[config.mk]
export PLATFORM = sky130hd
export DESIGN_NAME = ptmr16
export DESIGN_NICKNAME = d
export VERILOG_FILES = /design/src/rtl/ptmr_pkg.sv /design/src/rtl/ptmr_edge.sv /design/src/rtl/ptmr_prescale.sv /design/src/rtl/ptmr_count.sv /design/src/rtl/ptmr16.sv
export SDC_FILE = /design/constraint.sdc
export NUM_CORES = 1
export LEC_CHECK = 0
export ABC_AREA = 1
export BUFFER_PORTS_ARGS = -buffer_cell sky130_fd_sc_hd__buf_2
export CELL_PAD_IN_SITES_DETAIL_PLACEMENT = 1
export CELL_PAD_IN_SITES_GLOBAL_PLACEMENT = 1
export CORE_UTILIZATION = 42
export CTS_CLUSTER_SIZE = 14
export DETAILED_ROUTE_END_ITERATION = 16
export PLACE_DENSITY_LB_ADDON = 0.1
export SLEW_MARGIN = 20
export SYNTH_ARGS = -nofsm -noshare
export SYNTH_HDL_FRONTEND = slang
export SYNTH_SLANG_ARGS = --single-unit
[constraint.sdc]
create_clock -name clk -period 1.7 [get_ports clk]
set_input_delay 0.255 -clock clk [delete_from_list [all_inputs] [get_ports clk]]
set_output_delay 0.255 -clock clk [all_outputs]
set_load 0.03 [all_outputs]
[src/rtl/ptmr_pkg.sv]
package ptmr_pkg;
  localparam int BYTE_W    = 8;
  localparam int CNT_W     = 2 * BYTE_W;
  localparam int PSC_SEL_W = 2;

  typedef enum logic [1:0] {
    REG_CTRL = 2'd0,
    REG_CNTL = 2'd1,
    REG_CNTH = 2'd2,
    REG_FLAG = 2'd3
  } reg_sel_e;

  // control register image, bit 7 down to bit 0
  typedef struct packed {
    logic                 mode16;
    logic                 rsv6;
    logic [PSC_SEL_W-1:0] psc_sel;
    logic                 rsv3;
    logic                 nosync;
    logic                 ext_sel;
    logic                 en;
  } ctrl_t;

  localparam logic [BYTE_W-1:0] CTRL_WMASK = 8'hB7;
endpackage

[src/rtl/ptmr_edge.sv]
module ptmr_edge #(
  parameter int STAGES = 2
) (
  input  logic clk,
  input  logic rst_n,
  input  logic ext_i,
  input  logic bypass_i,
  output logic rise_o
);
  logic [STAGES-1:0] sh_q, sh_d;
  logic              prev_q;

  always_comb begin
    sh_d = {sh_q[STAGES-2:0], ext_i};
  end

  always_ff @(posedge clk or negedge rst_n) begin
    if (!rst_n) begin
      sh_q   <= '0;
      prev_q <= 1'b0;
    end else begin
      sh_q   <= sh_d;
      prev_q <= sh_q[STAGES-1];
    end
  end

  // asynchronous-counter path taps the first capture stage
  always_comb begin
    if (bypass_i) rise_o = sh_q[0] & ~sh_q[1];
    else          rise_o = sh_q[STAGES-1] & ~prev_q;
  end
endmodule

[src/rtl/ptmr_prescale.sv]
module ptmr_prescale #(
  parameter int SEL_W = 2
) (
  input  logic             clk,
  input  logic             rst_n,
  input  logic             pulse_i,
  input  logic             en_i,
  input  logic             clr_i,
  input  logic [SEL_W-1:0] sel_i,
  output logic             adv_o
);
  localparam int PSC_W = (1 << SEL_W) - 1;

  logic [PSC_W-1:0] psc_q, psc_d, mask;
  logic             step, hit;

  for (genvar i = 0; i < PSC_W; i++) begin : g_mask
    assign mask[i] = (sel_i > SEL_W'(i));
  end

  assign step  = pulse_i & en_i;
  assign hit   = ((psc_q & mask) == mask);
  assign adv_o = step & hit & ~clr_i;

  always_comb begin
    psc_d = psc_q;
    if (clr_i)     psc_d = '0;
    else if (step) psc_d = hit ? '0 : psc_q + 1'b1;
  end

  always_ff @(posedge clk or negedge rst_n) begin
    if (!rst_n) psc_q <= '0;
    else        psc_q <= psc_d;
  end
endmodule

[src/rtl/ptmr_count.sv]
module ptmr_count #(
  parameter int BYTE_W = 8
) (
  input  logic                clk,
  input  logic                rst_n,
  input  logic                adv_i,
  input  logic                clr_i,
  input  logic                ld_lo_i,
  input  logic                ld_hi_i,
  input  logic [BYTE_W-1:0]   lo_d_i,
  input  logic [BYTE_W-1:0]   hi_d_i,
  output logic [2*BYTE_W-1:0] cnt_o,
  output logic                ovf_o
);
  localparam int CNT_W = 2 * BYTE_W;

  logic [CNT_W-1:0] cnt_q, cnt_d;
  logic             load;

  assign load  = ld_lo_i | ld_hi_i;
  assign ovf_o = adv_i & (&cnt_q) & ~load & ~clr_i;
  assign cnt_o = cnt_q;

  always_comb begin
    cnt_d = cnt_q;
    if (load) begin
      if (ld_lo_i) cnt_d[BYTE_W-1:0]     = lo_d_i;
      if (ld_hi_i) cnt_d[CNT_W-1:BYTE_W] = hi_d_i;
    end else if (clr_i) begin
      cnt_d = '0;
    end else if (adv_i) begin
      cnt_d = cnt_q + 1'b1;
    end
  end

  always_ff @(posedge clk or negedge rst_n) begin
    if (!rst_n) cnt_q <= '0;
    else        cnt_q <= cnt_d;
  end
endmodule

[src/rtl/ptmr16.sv]
module ptmr16
  import ptmr_pkg::*;
#(
  parameter int SYNC_STAGES = 2
) (
  input  logic              clk,
  input  logic              rst_n,
  input  logic              tick_i,
  input  logic              ext_clk_i,
  input  logic              evt_clr_i,
  input  logic              wr_en_i,
  input  logic              rd_en_i,
  input  logic [1:0]        addr_i,
  input  logic [BYTE_W-1:0] wdata_i,
  output logic [BYTE_W-1:0] rdata_o,
  output logic              irq_flag_o
);
  ctrl_t             ctrl_q, ctrl_d;
  logic [BYTE_W-1:0] hbuf_q, hbuf_d;
  logic              flag_q, flag_d;
  logic [CNT_W-1:0]  cnt;
  logic              ext_rise, src_pulse, adv, ovf;
  logic              wr_ctrl, wr_lo, wr_hi, wr_flag, rd_lo;
  logic              ld_lo, ld_hi;
  logic [BYTE_W-1:0] hi_d;

  assign wr_ctrl = wr_en_i && (addr_i == REG_CTRL);
  assign wr_lo   = wr_en_i && (addr_i == REG_CNTL);
  assign wr_hi   = wr_en_i && (addr_i == REG_CNTH);
  assign wr_flag = wr_en_i && (addr_i == REG_FLAG);
  assign rd_lo   = rd_en_i && (addr_i == REG_CNTL);

  // buffered mode: a low-byte write commits the shadow high byte
  assign ld_lo = wr_lo;
  assign ld_hi = ctrl_q.mode16 ? wr_lo : wr_hi;
  assign hi_d  = ctrl_q.mode16 ? hbuf_q : wdata_i;

  ptmr_edge #(.STAGES(SYNC_STAGES)) u_edge (
    .clk      (clk),
    .rst_n    (rst_n),
    .ext_i    (ext_clk_i),
    .bypass_i (ctrl_q.nosync),
    .rise_o   (ext_rise)
  );

  assign src_pulse = ctrl_q.ext_sel ? ext_rise : tick_i;

  ptmr_prescale #(.SEL_W(PSC_SEL_W)) u_psc (
    .clk     (clk),
    .rst_n   (rst_n),
    .pulse_i (src_pulse),
    .en_i    (ctrl_q.en),
    .clr_i   (ld_lo | ld_hi),
    .sel_i   (ctrl_q.psc_sel),
    .adv_o   (adv)
  );

  ptmr_count #(.BYTE_W(BYTE_W)) u_cnt (
    .clk     (clk),
    .rst_n   (rst_n),
    .adv_i   (adv),
    .clr_i   (evt_clr_i),
    .ld_lo_i (ld_lo),
    .ld_hi_i (ld_hi),
    .lo_d_i  (wdata_i),
    .hi_d_i  (hi_d),
    .cnt_o   (cnt),
    .ovf_o   (ovf)
  );

  always_comb begin
    ctrl_d = ctrl_q;
    if (wr_ctrl) ctrl_d = ctrl_t'(wdata_i & CTRL_WMASK);
    hbuf_d = hbuf_q;
    if (ctrl_q.mode16) begin
      if (wr_hi)      hbuf_d = wdata_i;
      else if (rd_lo) hbuf_d = cnt[CNT_W-1:BYTE_W];
    end
    flag_d = flag_q;
    if (ovf)          flag_d = 1'b1;
    else if (wr_flag) flag_d = wdata_i[0];
  end

  always_ff @(posedge clk or negedge rst_n) begin
    if (!rst_n) begin
      ctrl_q <= '0;
      hbuf_q <= '0;
      flag_q <= 1'b0;
    end else begin
      ctrl_q <= ctrl_d;
      hbuf_q <= hbuf_d;
      flag_q <= flag_d;
    end
  end

  always_comb begin
    unique case (addr_i)
      REG_CTRL: rdata_o = ctrl_q;
      REG_CNTL: rdata_o = cnt[BYTE_W-1:0];
      REG_CNTH: rdata_o = ctrl_q.mode16 ? hbuf_q : cnt[CNT_W-1:BYTE_W];
      default:  rdata_o = {{(BYTE_W-1){1'b0}}, flag_q};
    endcase
  end

  assign irq_flag_o = flag_q;
endmodule

; ---- Word level (Yosys, flattened, before mapping)
; Index checks and enable logic that the tools add are counted.
[op_classes]
n_addsub = 2
multipliers = 0
div = 0
order_cmp = 3
n_eq_ne = 6
shift = 0
muxes = 18
n_bitwise = 14
n_reduce_logical = 14
[op_table]
columns = op, count
row1 = 2-to-1 mux 16 bit, 3
row2 = 2-to-1 mux 8 bit, 6
row3 = case mux 8 bit (3 select lines), 1
row4 = "adder 16 x 1 -> 16 bit, second input constant", 1
row5 = AND reduction 16 bit, 1
row6 = 2-to-1 mux 3 bit, 3
row7 = AND 1 bit, 8
row8 = AND reduction 2 bit, 3
row9 = nonzero test 2 bit, 3
row10 = logical AND 1 bit, 5
row11 = 2-to-1 mux 1 bit, 5
row12 = "== test 2 bit, second input constant", 2
row13 = "greater-than comparator 2 x 1 -> 1 bit, second input constant", 2
row14 = "inequality test 2 x 1 -> 1 bit, second input constant", 2
row15 = NOT 1 bit, 4
row16 = "adder 3 x 1 -> 3 bit, second input constant", 1
row17 = AND 3 bit, 1
row18 = == test 3 bit, 1
row19 = nonzero test 3 bit, 1
row20 = "== test 2 x 1 -> 1 bit, second input constant", 1
row21 = "greater-than comparator 2 bit, second input constant", 1
row22 = zero test 2 bit, 1
row23 = bitwise OR 1 bit, 1
[totals]
reg_bits = 37
latch_bits = 0
ramBits = 0
rom_bits = 0
wordCells = 69
n_memories = 0

; ---- Depth between registers and ports, before layout
; Gate-level depths: netlist (run 1).
[depth]
ltp_word = 11
depth_mapped = 12
ltp_nobuf = 12

; ---- Modules after synthesis
; A second synthesis (run 1) with hierarchy kept.
[unflattened]
cells_unflattened = 380
hier_area_um2 = 2611.3
[modules_own_cells]
columns = mod, n_inst, cells_each, area_per_inst_um2, seq_area_each_um2
row1 = ptmr_count, 1, 169, 1159.9, 400.4
row2 = ptmr16, 1, 171, 1131.1, 375.4
row3 = ptmr_prescale, 1, 31, 220.2, 75.1
row4 = ptmr_edge, 1, 9, 100.1, 75.1

; ---- Least setup slack after synthesis (run 1)
; No wires, ideal clock.
[synth_timing]
path_type = register to output
startpoint = reg ctrl_q[7] in the netlist's numbering
endpoint = out rdata_o[4]
arrival_ns = 1.167
required_time_ns = 1.445
path_slack_ns = 0.278
stages_incl_launch_ff = 6
n_path_buf = 1
path_cell_list = dfrtp_1 clkbuf_1 nand2_1 o21ai_0 nand2_1 o211ai_1
[synth_between]
elab_chain_len = 2
[synth_rtl]
columns = element, line
row1 = start: declaration, ptmr16.sv:18  ; ctrl_t ctrl_q, ctrl_d;
row2 = start signal: assignment, ptmr16.sv:90  ; ctrl_q <= ctrl_d;
row3 = 2-to-1 mux 8 bit, ptmr16.sv:100  ; REG_CNTH: rdata_o = ctrl_q.mode16 ? hbuf_q : cnt[CNT_W-1:BYTE_W];
row4 = case mux 8 bit (3 select lines), ptmr16.sv:97  ; unique case (addr_i)
row5 = end: declaration, ptmr16.sv:15  ; output logic [BYTE_W-1:0] rdata_o,
; Every way passes these cells.

; ---- Worst setup path in the final report (run 1)
[layout_timing]
startpoint = reg ctrl_q[7] in the netlist's numbering
endpoint = out rdata_o[0]
; The elaborated chain is that of the path after synthesis.

==> results of run 1 <==
-- cell usage in the layout, fill, tap and decap left out, types with 10 or more instances in the layout --
cell type	netlist	final
a31oi_1	10	10
buf_2	2	17
nand2_1	125	119
o21ai_0	33	24
buf_4	0	28
nand3_1	35	34
inv_1	31	31
nor2_1	32	30
dfrtp_1	37	33
-- routing by layer --
metal	wire [um]	GRT usage	share of wire	vias to the layer above
met5	0	0	0	-
met2	4348	0.5235	0.48	89
met1	3955	0.3999	0.43	1350
met4	294	0.1182	0.032	0
met3	504	0.04713	0.055	21
li1	-	-	-	1272
-- metrics by stage --
stage	hold slack, ns	setup TNS [ns]	util
finish	0.07065	-0.01480	0.5509
global route	0.06489	-0.1028	0.5509
CTS	0.07339	-0.04295	0.5341
detailed placement	0.2445	-0.01482	0.4993
global placement	0.2420	0	0.4993
floorplan	-0.04059	0	-
-- cells by family after synthesis --
family,after synthesis,synth area share
flops,37,0.3732
simple gates,207,0.3701
buf+inv,45,0.08018
xor+xnor,3,0.01059
fa+ha+maj,2,0.01008
compound gates,66,0.1558
-- worst register-to-register path: stages (launching register included) --
cell and delay, ns:
dfrtp_2 0.45, buf_4 0.15, inv_2 0.07, nand4_4 0.12, nand2_4 0.16, buf_4 0.20, nand2_1 0.09, a21boi_1 0.14
o21ai_0 0.16
-- path summary, 6_finish.rpt --
check / start / end / slack, ns / depth (start not counted)
setup reg to reg: ctrl_q[7]$_DFFE_PN0P_ / u_cnt.cnt_o[10]$_DFFE_PN0P_ / 0.07 / 8
setup / recovery: ctrl_q[7]$_DFFE_PN0P_ / rdata_o[0] / -0.01 / 5
max in group asynchronous: rst_n / u_cnt.cnt_o[15]$_DFFE_PN0P_ / 1.02 / 3
hold / removal: ext_clk_i / u_edge.sh_q[0]$_DFF_PN0_ / 0.07 / 1
min in group asynchronous: rst_n / u_psc.psc_q[1]$_DFFE_PN0P_ / 0.45 / 3
hold reg to reg: u_edge.sh_q[0]$_DFF_PN0_ / u_edge.sh_q[1]$_DFF_PN0_ / 0.40 / 0
-- layout make-up --
cell class	count	share of cell area
clock buffer	5	0.02228
clock inverter	3	0.02106
inverter	36	0.04536
multi-input combinational	278	0.4646
sequential	37	0.3013
tap	72	0.02916
timing repair buffer	50	0.1162
-- repair_timing --
action                                 CTS  global route
endpoints found under the hold margin   37             0
hold buffers                             1             0
gates cloned                             0             1
setup endpoints to repair                9            18
buffers inserted                         3             0
pin swaps                                0             1
gates resized for setup                 14            35
-- state kept, by name, indices dropped and copies added, names as in the netlist --
register,flops
u_psc.psc_q,3
irq_flag_o,1
ctrl_q,6
u_edge.prev_q,1
u_edge.sh_q,2
u_cnt.cnt_o,16
hbuf_q,8
-- power by group --
| group | switching, uW | total (uW) | internal, uW | leakage [uW] |
|---|---|---|---|---|
| sequential | 217 | 1290 | 1080 | 0.000462 |
| clock | 340 | 923 | 583 | 0.0000681 |
| combinational | 734 | 1160 | 428 | 0.000930 |
==> out/metrics.yaml, run 1 <==
crit_top_cell: "buf_4"
synth.most_common_cell: "nand2_1"
grt-ovfl-total: 0
dr.pass1.iters: 4
wl_um: 9102
drc: 0
cts_tree: "built"
drt-initial-drc-count: 274
syn-num-nets: 379
grt_pass1_wl_um: 14510
syn2layout_area_growth_pct: 24.51
cts.reportedPaths.clkPinSlew_ns: 0.08
critPathKind: "register to output port"
cp_cell_sequence: "buf_4 > o21ai_2 > nand2_1 > o2111ai_1 > buf_4"
yosys-top-cells-area: "dfrtp_1 (37%), nand2_1 (19%), nand3_1 (7.1%)"
leakagePower_uw: 0.001461
place_ws_ns: -0.01482
placement.cell_area_mm2: 0.002800
cap_violations: 0
fin_skew_ns: 0.004417
status: "finished with violations"
antenna_found_initial: 0
fmax_ghz: 0.5832
track_usage: 0.3104
cts_inserted_buffers: 5
htreeDepth: 2
start_kind: "register"
max_stage_delay_ns: 0.45
netlist_top_cells_count: "nand2_1 (125), dfrtp_1 (37), nand3_1 (35)"
fin_crit_ns: 1.715
die-area_mm2: 0.006219
cp-end-kind: "output port"
n_antenna_cell: 0
routedWlPerCell_um: 18.92
crit_slowest_cell: "dfrtp_2"
setup_ws_ns: -0.01480
min_period_over_period: 1.009
hold_viol: 0
synthFlopType: "dfrtp_1"
drv_slew: 0
synth.distinct_cells: 33
rsz0062_at_grt: "true"
die_h_um: 78.86
rows: 27
vias: 2732
clock_latency_ns: 0.29
relSlewSlack: 0.7090
clockRootBuffer: "clkbuf_8"
n_fill_cell: 752
hp-class: "input pin to register"
synth_edf_count: 0
ant_nets: 0
power_density_mw_per_mm2: 1094
worst_pin_slew_ns: 0.4355
grt_max_degree: 38
io_pins: 26
p_total_uw: 3378
required_ns: 1.44
syn_avg_cell_area_um2: 6.892
place_congestion: 0.9180
stdcell_count: 481
path_buf_inv: 2
synth_seq_area_share: 0.3732
critPathMaxFanout: 7
seqCellArea_um2: 930.9
core_mm2: 0.005608
yosysTopAreaCellShare: 0.3732
violations: "setup timing"
multi_input_area_mm2: 0.001435
start_util: 0.4424
ir_drop_mv: 0.3981
finalSetupViolCount: 1
yosysWarnings: 0
syn_area_mm2: 0.002481
layout-drive-gt1-share: 0.2323
numClockSinks: 37
synthCells: 360
numPortBuffers: 25
crit_arrival_ns: 1.46
final_area_mm2: 0.003089
critical_path.top_delay_family: "flip-flops"
clockBufferDepth: 2
dp.cells: 468
ys_async_sr_fraction: 1.000
dp_hpwl_um: 6783
nets: 427
yosysTopAreaCell: "dfrtp_1"
drt-vias-per-instance: 5.680
die_width_um: 78.86
synth_seq_cells: 37
grt_pass1_vias: 2815
Power figures use the tool's default switching activity.
==> run 2, diff against run 1 <==
Settings changed: BUFFER_PORTS_ARGS -buffer_cell sky130_fd_sc_hd__buf_2 to unset, CORE_UTILIZATION 42 to 46, DONT_BUFFER_PORTS set to 1, SETUP_SLACK_MARGIN set to 0.3.
==> run 2 against run 1 <==
Net effect: the run still ends with setup timing left; routed wire length increased by 26%; combinational power increased by 16%; clock power decreased by 7.7%; clock-buffer cell count increased by 2; power increased by 3.8%; largest cell class unchanged.
==> out/metrics.yaml, run 2 (synthesized netlist as in run 1, its figures left out) <==
status: "finished with violations"
violations: "setup timing"
syn2layout_area_growth_pct: 32.38
ir_drop_mv: 0.5125
power_density_mw_per_mm2: 1068
cp_cell_sequence: "buf_8 > o21ai_2 > nand2_1 > o21ai_2 > buf_6"
place_ws_ns: 0.09022
hp-class: "input pin to register"
seqCellArea_um2: 932.1
p_total_uw: 3508
min_period_over_period: 1.038
io_pins: 26
fin_tns_setup_ns: -0.1067
required_ns: 1.44
finalSetupViolCount: 4
grt_pass1_vias: 2846
antenna_found_initial: 0
cts.reportedPaths.clkPinSlew_ns: 0.08
worstRegToRegCells: 9
crit_top_cell: "o21ai_2"
drt-vias-per-instance: 6.333
clock_latency_ns: 0.32
crit_arrival_ns: 1.51
ant_nets: 0
critPathKind: "register to output port"
relSlewSlack: 0.6447
place_congestion: 0.8845
cts_inserted_buffers: 5
core_mm2: 0.005140
dp_hpwl_um: 6448
crit_slowest_cell: "dfrtp_2"
cts_tree: "built"
dr.pass1.iters: 5
drt-initial-drc-count: 196
largest_reg_flops: 16
whs_path_depth: 2
hold_viol: 0
start_util: 0.4827
cap_violations: 0
numPortBuffers: 0
dp.cells: 436
grt_pass1_wl_um: 15380
htreeDepth: 2
cp-end-kind: "output port"
drc: 0
wl_um: 11460
stdcell_count: 463
worst_pin_slew_ns: 0.5309
fmax_ghz: 0.5666
start_kind: "register"
routedWlPerCell_um: 24.75
numClockSinks: 37
rsz0062_at_grt: "true"
n_antenna_cell: 0
max_stage_delay_ns: 0.45
ff2ff_setup_slack_ns: 0.03
critPathMaxFanout: 10
layout_common_cells: "nand2_1 (110), dfrtp_1 (32), nand3_1 (29), inv_1 (28), nor2_1 (27)"
die_h_um: 75.44
rows: 26
drv_slew: 0
die_width_um: 75.44
n_fill_cell: 652
leakagePower_uw: 0.001504
grt_max_degree: 38
clockBufferDepth: 2
clockRootBuffer: "clkbuf_8"
multi_input_area_mm2: 0.001659
layout_commonest_cell: "nand2_1"
vias: 2932
die-area_mm2: 0.005691
nets: 411
fin_crit_ns: 1.765
whs_ns: 0.1149
track_usage: 0.3797
setup_ws_ns: -0.06490
fin_skew_ns: 0.01038
grt-ovfl-total: 0
layout-drive-gt1-share: 0.2697
-- run 2: routing by layer --
| metal | GRT usage | up-vias | share of wire |
|---|---|---|---|
| met1 | 0.4740 | 1467 | 0.39 |
| met2 | 0.6300 | 153 | 0.48 |
| met3 | 0.06878 | 58 | 0.074 |
| met5 | 0 | - | 0 |
| li1 | - | 1254 | - |
| met4 | 0.1934 | 0 | 0.056 |
-- run 2: power by group --
| group | switching (uW) | total [uW] | leakage [uW] | internal [uW] |
|---|---|---|---|---|
| Combinational | 853 | 1350 | 0.000985 | 494 |
| Sequential | 232 | 1310 | 0.000461 | 1080 |
| Clock | 373 | 852 | 0.0000585 | 479 |
| Total | 1460 | 3510 | 0.00150 | 2050 |
-- run 2: area by class of cell --
cell class	count	share of cell area
flip-flops and latches	37	0.2838
well taps	70	0.02667
clock buffers	7	0.02629
repair buffers	31	0.1017
inverters	36	0.04724
clock inverters	1	0.009143
multi-input cells	281	0.5051
-- run 2: path summary, 6_finish.rpt --
check                                    startpoint                          end
setup / recovery              ctrl_q[7]$_DFFE_PN0P_                   rdata_o[6]
hold / removal                           wdata_i[5]        hbuf_q[5]$_DFFE_PN0P_
setup reg to reg              ctrl_q[7]$_DFFE_PN0P_   u_cnt.cnt_o[2]$_DFFE_PN0P_
hold reg to reg            u_edge.sh_q[0]$_DFF_PN0_     u_edge.sh_q[1]$_DFF_PN0_
max in group asynchronous                     rst_n  u_cnt.cnt_o[10]$_DFFE_PN0P_
min in group asynchronous                     rst_n   u_cnt.cnt_o[1]$_DFFE_PN0P_
-- run 2: stage by stage --
step / utilization / area (um^2)
floorplan: - / 2489
global placement: 0.5114 / 2629
detailed placement: 0.5114 / 2629
CTS: 0.6027 / 3098
global route: 0.6390 / 3284
finish: 0.6390 / 3284
-- run 2: repair_timing --
action | 4_1_cts | 5_1_grt
resized for setup | 52 | 43
buffers inserted | 11 | 2
pin swaps | 3 | 5
endpoints found under the setup margin | 25 | 34
endpoints found under the hold margin | 38 | 0
cloned | 2 | 1
hold buffers | 3 | 0
-- run 2: critical path: cells and delay by family (launching register included) --
kind	cells	cell delay (ns)
and+or+nand+nor	1	0.13
DFF	1	0.45
buffers and inverters	2	0.33
AOI/OAI and AO/OA	2	0.30
